File: config.mk
export PLATFORM = sky130hd
export DESIGN_NAME = sbmode_seq
export DESIGN_NICKNAME = d
export VERILOG_FILES = /design/src/rtl/sbmode_pkg.sv /design/src/rtl/sbmode_timer.sv /design/src/rtl/sbmode_xact.sv /design/src/rtl/sbmode_scan.sv /design/src/rtl/sbmode_seq.sv
export SDC_FILE = /design/constraint.sdc
export NUM_CORES = 1
export LEC_CHECK = 0
export BUFFER_PORTS_ARGS = -buffer_cell sky130_fd_sc_hd__buf_2
export CORE_AREA = 2 2 92 94
export DETAILED_ROUTE_END_ITERATION = 12
export DIE_AREA = 0 0 94 96
export PLACE_DENSITY = 0.72
export SYNTH_ARGS = -nofsm -noshare
export SYNTH_HDL_FRONTEND = slang
export SYNTH_SLANG_ARGS = --single-unit
File: constraint.sdc
create_clock -name clk -period 3.2 [get_ports clk]
set_input_delay 0.48 -clock clk [delete_from_list [all_inputs] [get_ports clk]]
set_output_delay 0.48 -clock clk [all_outputs]
set_load 0.02 [all_outputs]
File: src/rtl/sbmode_pkg.sv
package sbmode_pkg;

    typedef enum logic [2:0] {
        ST_IDLE,
        ST_RESET,
        ST_PROBE,
        ST_DISC,
        ST_SWITCH,
        ST_SETTLE,
        ST_ENABLE
    } seq_state_e;

    typedef enum logic {
        KIND_CCC   = 1'b0,
        KIND_PROBE = 1'b1
    } req_kind_e;

    typedef struct packed {
        req_kind_e  kind;
        logic [7:0] addr;
        logic [7:0] ccc;
        logic [7:0] data;
    } bus_req_t;

    localparam logic [7:0] BCAST_WADDR = 8'hFC;
    localparam logic [7:0] ARP_WADDR   = 8'hC2;
    localparam logic [7:0] CCC_HJ_OFF  = 8'h01;
    localparam logic [7:0] CCC_HJ_ON   = 8'h00;
    localparam logic [7:0] HJ_EVENT    = 8'h08;

    function automatic bus_req_t mk_ccc(input logic [7:0] code);
        bus_req_t r;
        r.kind = KIND_CCC;
        r.addr = BCAST_WADDR;
        r.ccc  = code;
        r.data = HJ_EVENT;
        return r;
    endfunction

    function automatic bus_req_t mk_probe(input logic [7:0] a);
        bus_req_t r;
        r.kind = KIND_PROBE;
        r.addr = a;
        r.ccc  = 8'h00;
        r.data = 8'h00;
        return r;
    endfunction

endpackage

File: src/rtl/sbmode_timer.sv
module sbmode_timer #(
    parameter int CW = 16
) (
    input  logic          clk,
    input  logic          rst,
    input  logic          load,
    input  logic [CW-1:0] val,
    output logic          expired
);
    logic [CW-1:0] cnt;

    // a loaded value N gives an interval of max(N,1) cycles
    assign expired = (cnt <= CW'(1));

    always_ff @(posedge clk) begin
        if (rst) begin
            cnt <= '0;
        end else if (load) begin
            cnt <= val;
        end else if (!expired) begin
            cnt <= cnt - CW'(1);
        end
    end
endmodule

File: src/rtl/sbmode_xact.sv
module sbmode_xact #(
    parameter int CW = 16
) (
    input  logic          clk,
    input  logic          rst,
    input  logic          go,
    input  logic [CW-1:0] timeout,
    output logic          req_valid,
    input  logic          req_ready,
    input  logic          rsp_valid,
    input  logic          rsp_ack,
    output logic          fin,
    output logic          fin_ack
);
    typedef enum logic [1:0] {X_IDLE, X_REQ, X_WAIT} xact_state_e;

    xact_state_e   st;
    logic [CW:0]   wcnt;
    logic [CW:0]   wnext;

    assign req_valid = (st == X_REQ);
    assign wnext     = wcnt + {{CW{1'b0}}, 1'b1};

    always_ff @(posedge clk) begin
        if (rst) begin
            st      <= X_IDLE;
            wcnt    <= '0;
            fin     <= 1'b0;
            fin_ack <= 1'b0;
        end else begin
            fin <= 1'b0;
            case (st)
                X_IDLE: if (go) st <= X_REQ;
                X_REQ: if (req_ready) begin
                    st   <= X_WAIT;
                    wcnt <= '0;
                end
                X_WAIT: begin
                    if (rsp_valid) begin
                        fin     <= 1'b1;
                        fin_ack <= rsp_ack;
                        st      <= X_IDLE;
                    end else if (wnext >= {1'b0, timeout}) begin
                        fin     <= 1'b1;
                        fin_ack <= 1'b0;
                        st      <= X_IDLE;
                    end else begin
                        wcnt <= wnext;
                    end
                end
                default: st <= X_IDLE;
            endcase
        end
    end
endmodule

File: src/rtl/sbmode_scan.sv
module sbmode_scan
    import sbmode_pkg::*;
#(
    parameter int NSTAT = 4
) (
    input  logic               clk,
    input  logic               rst,
    input  logic               clr,
    input  logic               adv,
    input  logic               use_arp,
    input  logic [NSTAT*8-1:0] list,
    output logic [7:0]         addr,
    output logic               last
);
    localparam int IW = (NSTAT > 1) ? $clog2(NSTAT) : 1;

    logic [7:0]    tbl [NSTAT];
    logic [IW-1:0] idx;

    for (genvar g = 0; g < NSTAT; g++) begin : g_tbl
        assign tbl[g] = list[g*8 +: 8];
    end

    assign addr = use_arp ? ARP_WADDR : tbl[idx];
    assign last = use_arp || (idx == IW'(NSTAT - 1));

    always_ff @(posedge clk) begin
        if (rst || clr) begin
            idx <= '0;
        end else if (adv) begin
            idx <= idx + IW'(1);
        end
    end
endmodule

File: src/rtl/sbmode_seq.sv
module sbmode_seq
    import sbmode_pkg::*;
#(
    parameter int CW    = 16,
    parameter int NSTAT = 4
) (
    input  logic               clk,
    input  logic               rst,
    input  logic               redo_req,
    input  logic               hotplug,
    input  logic               cfg_use_arp,
    input  logic               cfg_rst_pin,
    input  logic [CW-1:0]      cfg_t2wrst,
    input  logic [CW-1:0]      cfg_tsmb2i3c,
    input  logic [CW-1:0]      cfg_timeout,
    input  logic [NSTAT*8-1:0] cfg_static_addr,
    output logic               req_valid,
    input  logic               req_ready,
    output logic               req_kind,
    output logic [7:0]         req_addr,
    output logic [7:0]         req_ccc,
    output logic [7:0]         req_data,
    input  logic               rsp_valid,
    input  logic               rsp_ack,
    output logic               bus_hold_low,
    output logic               port_rst,
    output logic               mode_i3c,
    output logic               pullup_i3c,
    output logic               vio_low,
    output logic               done
);
    seq_state_e    st;
    bus_req_t      cur;
    logic          trig, go, fin, fin_ack, p1_ack;
    logic          t_load, t_exp;
    logic [CW-1:0] t_val;
    logic          s_clr, s_adv, s_last;
    logic [7:0]    s_addr;

    assign trig = redo_req | hotplug;

    // request fields follow the state, so they stay fixed for a whole transaction
    always_comb begin
        case (st)
            ST_DISC:   cur = mk_probe(s_addr);
            ST_ENABLE: cur = mk_ccc(CCC_HJ_ON);
            default:   cur = mk_ccc(CCC_HJ_OFF);
        endcase
    end

    assign req_kind = cur.kind;
    assign req_addr = cur.addr;
    assign req_ccc  = cur.ccc;
    assign req_data = cur.data;

    assign t_load = (st == ST_IDLE && trig && mode_i3c) || (st == ST_SWITCH && fin);
    assign t_val  = (st == ST_IDLE) ? cfg_t2wrst : cfg_tsmb2i3c;
    assign s_clr  = (st == ST_PROBE) && fin;
    assign s_adv  = (st == ST_DISC) && fin && !fin_ack && !s_last;

    assign bus_hold_low = (st == ST_RESET) && !cfg_rst_pin;
    assign port_rst     = (st == ST_RESET) && cfg_rst_pin;

    sbmode_xact #(.CW(CW)) u_xact (
        .clk       (clk),
        .rst       (rst),
        .go        (go),
        .timeout   (cfg_timeout),
        .req_valid (req_valid),
        .req_ready (req_ready),
        .rsp_valid (rsp_valid),
        .rsp_ack   (rsp_ack),
        .fin       (fin),
        .fin_ack   (fin_ack)
    );

    sbmode_timer #(.CW(CW)) u_timer (
        .clk     (clk),
        .rst     (rst),
        .load    (t_load),
        .val     (t_val),
        .expired (t_exp)
    );

    sbmode_scan #(.NSTAT(NSTAT)) u_scan (
        .clk     (clk),
        .rst     (rst),
        .clr     (s_clr),
        .adv     (s_adv),
        .use_arp (cfg_use_arp),
        .list    (cfg_static_addr),
        .addr    (s_addr),
        .last    (s_last)
    );

    always_ff @(posedge clk) begin
        if (rst) begin
            st         <= ST_IDLE;
            go         <= 1'b0;
            done       <= 1'b0;
            p1_ack     <= 1'b0;
            mode_i3c   <= 1'b0;
            pullup_i3c <= 1'b0;
            vio_low    <= 1'b0;
        end else begin
            go   <= 1'b0;
            done <= 1'b0;
            case (st)
                ST_IDLE: if (trig) begin
                    if (mode_i3c) begin
                        st <= ST_RESET;
                    end else begin
                        st <= ST_PROBE;
                        go <= 1'b1;
                    end
                end
                ST_RESET: if (t_exp) begin
                    pullup_i3c <= 1'b0;
                    vio_low    <= 1'b0;
                    mode_i3c   <= 1'b0;
                    st         <= ST_PROBE;
                    go         <= 1'b1;
                end
                ST_PROBE: if (fin) begin
                    p1_ack <= fin_ack;
                    st     <= ST_DISC;
                    go     <= 1'b1;
                end
                ST_DISC: if (fin) begin
                    if (fin_ack || (s_last && !p1_ack)) begin
                        st   <= ST_IDLE;
                        done <= 1'b1;
                    end else if (s_last) begin
                        st <= ST_SWITCH;
                        go <= 1'b1;
                    end else begin
                        go <= 1'b1;
                    end
                end
                ST_SWITCH: if (fin) begin
                    pullup_i3c <= 1'b1;
                    vio_low    <= 1'b1;
                    st         <= ST_SETTLE;
                end
                ST_SETTLE: if (t_exp) begin
                    mode_i3c <= 1'b1;
                    st       <= ST_ENABLE;
                    go       <= 1'b1;
                end
                ST_ENABLE: if (fin) begin
                    done <= 1'b1;
                    st   <= ST_IDLE;
                end
                default: st <= ST_IDLE;
            endcase
        end
    end
endmodule

==> summary.txt <==
Status
  – Status: finished clean

Layout
  – Diode count: 0
  – Layout area overhead: 22.1%
  – Fin nets: 636
  – Layout cells sized above 1: 30.1%

Pwr
  – P_leak: 1.95 nW
  – Max VDD drop: 0.000260 V
  – Power density cells: 492 nW/um^2
  – Design Power: 2.12 mW

Yosys
  – Top-count cell post-synth: dfxtp_1
  – Top cells by instance count after synthesis: dfxtp_1 (47), nor2_1 (33), inv_1 (32)
  – Syn Std Cell Area: 3520 um^2
  – Synth area leaders: dfxtp_1 (27%), ha_1 (7.1%), xnor2_1 (5.2%)
  – Area leader, netlist: dfxtp_1
  – Number of synthesized register bits: 47
  – Synthesis Warnings: 0
  – Register area share after synthesis: 26.7%
  – Synth top area share: 26.7%
  – Number of flops mapped to enable cells by yosys: 0
  – Post-synth top flop: dfxtp_1
  – FFs w/ async S/R, synth: 0%
  – Cell variety after synth: 58
  – Mapped Avg Cell Area: 8.35 um^2
  – Synth Instances: 422

Die
  – Die area: 9020 um^2
  – Initial core utilization: 43.8%
  – Cell Rows: 33
  – Die X: 94 um
  – Die height: 96 um
  – Num ports: 121
  – Core ar.: 8050 um^2

Global routing
  – Most Crowded Layer GR: met2
  – Global route total overflow: 0
  – Met1 Use GR: 24.3%
  – GR met2 Demand/Resource: 32.7%
  – First-pass GRT wire length: 13800 um
  – Vias in the first global route: 3093
  – Initial antenna violation count: 0
  – Met3 global-route usage: 3.45%
  – Gr usage total: 18.9%
  – Largest net degree at the start of global routing: 28

Placement
  – HPWL Detailed: 6830 um
  – GPL Wtd Cong: 0.896
  – Port Buf Inserts: 106
  – Setup WS pre-CTS: -12.3 ps

STA
  – Final Hold Vio Count: 0
  – Setup tns final: 0 ps
  – Slew Limit Fails: 0
  – Final hold slack: 462 ps
  – Slew margin rel.: 50.6%
  – Final period util: 95.1%
  – Minimum clock period: 3040 ps
  – Final Skew: 10.0 ps
  – Slew @ Worst Pin: 740 ps
  – Final setup viols: 0
  – Final worst slack: 156 ps
  – Maximum clock frequency: 329 MHz

Setup path
  – R2R setup slack: 160 ps
  – Element type at the critical path end: register
  – Required @ worst endpoint: 3440 ps
  – Worst Path Arrival: 3280 ps
  – Startpoint types: register
  – Crit path kind: register to register
  – Crit path max fanout: 17

Worst hold path
  – Hold Crit Class: input port to register

Route
  – Total routed wirelength: 8820 um
  – Via count: 3442
  – Residual DRC: 0
  – Routed len/inst: 13.9 um
  – Final antenna-violating net count: 0
  – Vias per inst: 5.44
  – DRT Pass-1 Iters: 4
  – Initial DRC Count: 132

CTS
  – Longest Clk Path Bufs: 2
  – TritonCTS clock tree: done
  – Clock sinks: 47
  – Hold_buf cts: 0
  – Clk pin slew, worst setup/hold paths: 90 ps
  – CTS buffer count: 5
  – Skew-Pair Late Insertion Delay: 310 ps
  – CTS Root Cell: clkbuf_8
  – CTS H-tree depth: 2

Job
  – Max-cap violations: 0
## registers in the layout, summed over array words and instances, names as in the netlist
register        flops
u_xact.wcnt        17
p1_ack              1
done                1
u_scan.idx          2
st                  3
u_xact.fin_ack      1
go                  1
u_timer.cnt        16
u_xact.st           2
vio_low             1
mode_i3c            1
u_xact.fin          1
## critical path: stages, from the launching register on
cell and delay, ps:
dfxtp_2 390, and3_1 210, nand4_1 160, nor2_2 160
nand3_1 130, xnor2_1 160, ha_1 290, a211o_1 310
a21oi_1 220, o211ai_2 150, buf_6 180, or4_1 470
a21oi_1 150
## placed cells by master (no fill, tap or decap), types with 6 or more instances in the layout
| master | instances |
|---|---|
| buf_2 | 106 |
| dfxtp_1 | 42 |
| inv_1 | 32 |
| nor2_1 | 31 |
| nand2_1 | 24 |
| xnor2_1 | 20 |
| a21oi_1 | 20 |
| ha_1 | 20 |
| a211oi_1 | 18 |
| mux2i_1 | 17 |
| nand3_1 | 14 |
| conb_1 | 14 |
| o21ai_0 | 12 |
| buf_4 | 12 |
| nor3_1 | 10 |
| nand4_1 | 9 |
| mux4_2 | 8 |
| or3_1 | 8 |
| xor2_1 | 7 |
| a22o_1 | 6 |
| clkbuf_8 | 6 |
## per-layer routing
layer | part of all wire [%] | up-vias
met1 | 43 | 1609
li1 | - | 1724
met4 | 0.86 | 0
met3 | 6.7 | 7
met2 | 50 | 102
met5 | 0 | -
## cell type report
class | instances | area, um^2
tap | 105 | 131
multi-input combinational | 322 | 2350
inverter | 32 | 120
sequential | 47 | 947
timing repair buffer | 119 | 632
clock buffer | 6 | 82.6
fill | 776 | 3750
clock inverter | 2 | 38.8
## per-stage QoR
step | utilization [%] | instance area (um^2) | instances
floorplan | - | 3570 | 435
global placement | 51.2 | 4120 | 625
finish | 53.4 | 4300 | 633
global route | 53.4 | 4300 | 633
CTS | 52.8 | 4250 | 633
detailed placement | 51.2 | 4120 | 625
## logic make-up (layout without fill, tap and decap cells)
group,Yosys count,count (layout),share of synthesized area [%]
and+or+nand+nor,140,140,21.1
AOI/OAI and AO/OA,94,94,18.4
buffers and inverters,66,159,9.55
DFF,47,47,26.7
xor gates and xnor gates,29,29,7.21
muxes,25,25,9.94
adders and majority gates,20,20,7.10
other,1,14,0.106
## final timing paths
check / from / end / cells past startpoint
worst min-delay path: cfg_tsmb2i3c[10] / u_timer.cnt[10]$_SDFFE_PP0P_ / 3
worst min register to register: u_xact.wcnt[1]$_SDFFE_PP0P_ / u_xact.wcnt[1]$_SDFFE_PP0P_ / 1
worst max-delay path: u_xact.wcnt[2]$_SDFFE_PP0P_ / u_xact.wcnt[2]$_SDFFE_PP0P_ / 12
worst max register to register: u_xact.wcnt[2]$_SDFFE_PP0P_ / u_xact.wcnt[2]$_SDFFE_PP0P_ / 12
## power by group
group	internal [mW]	switching, mW
sequential	0.665	0.0861
clock	0.257	0.216
combinational	0.395	0.498
total	1.32	0.800
## timing repair
item	4_1_cts	5_1_grt
hold endpoints to repair	0	0
buffers inserted	0	0
setup endpoints to repair	2	16
resized for setup	1	15
pin swaps	1	3
No activity file was read; power rests on OpenSTA's default activity.
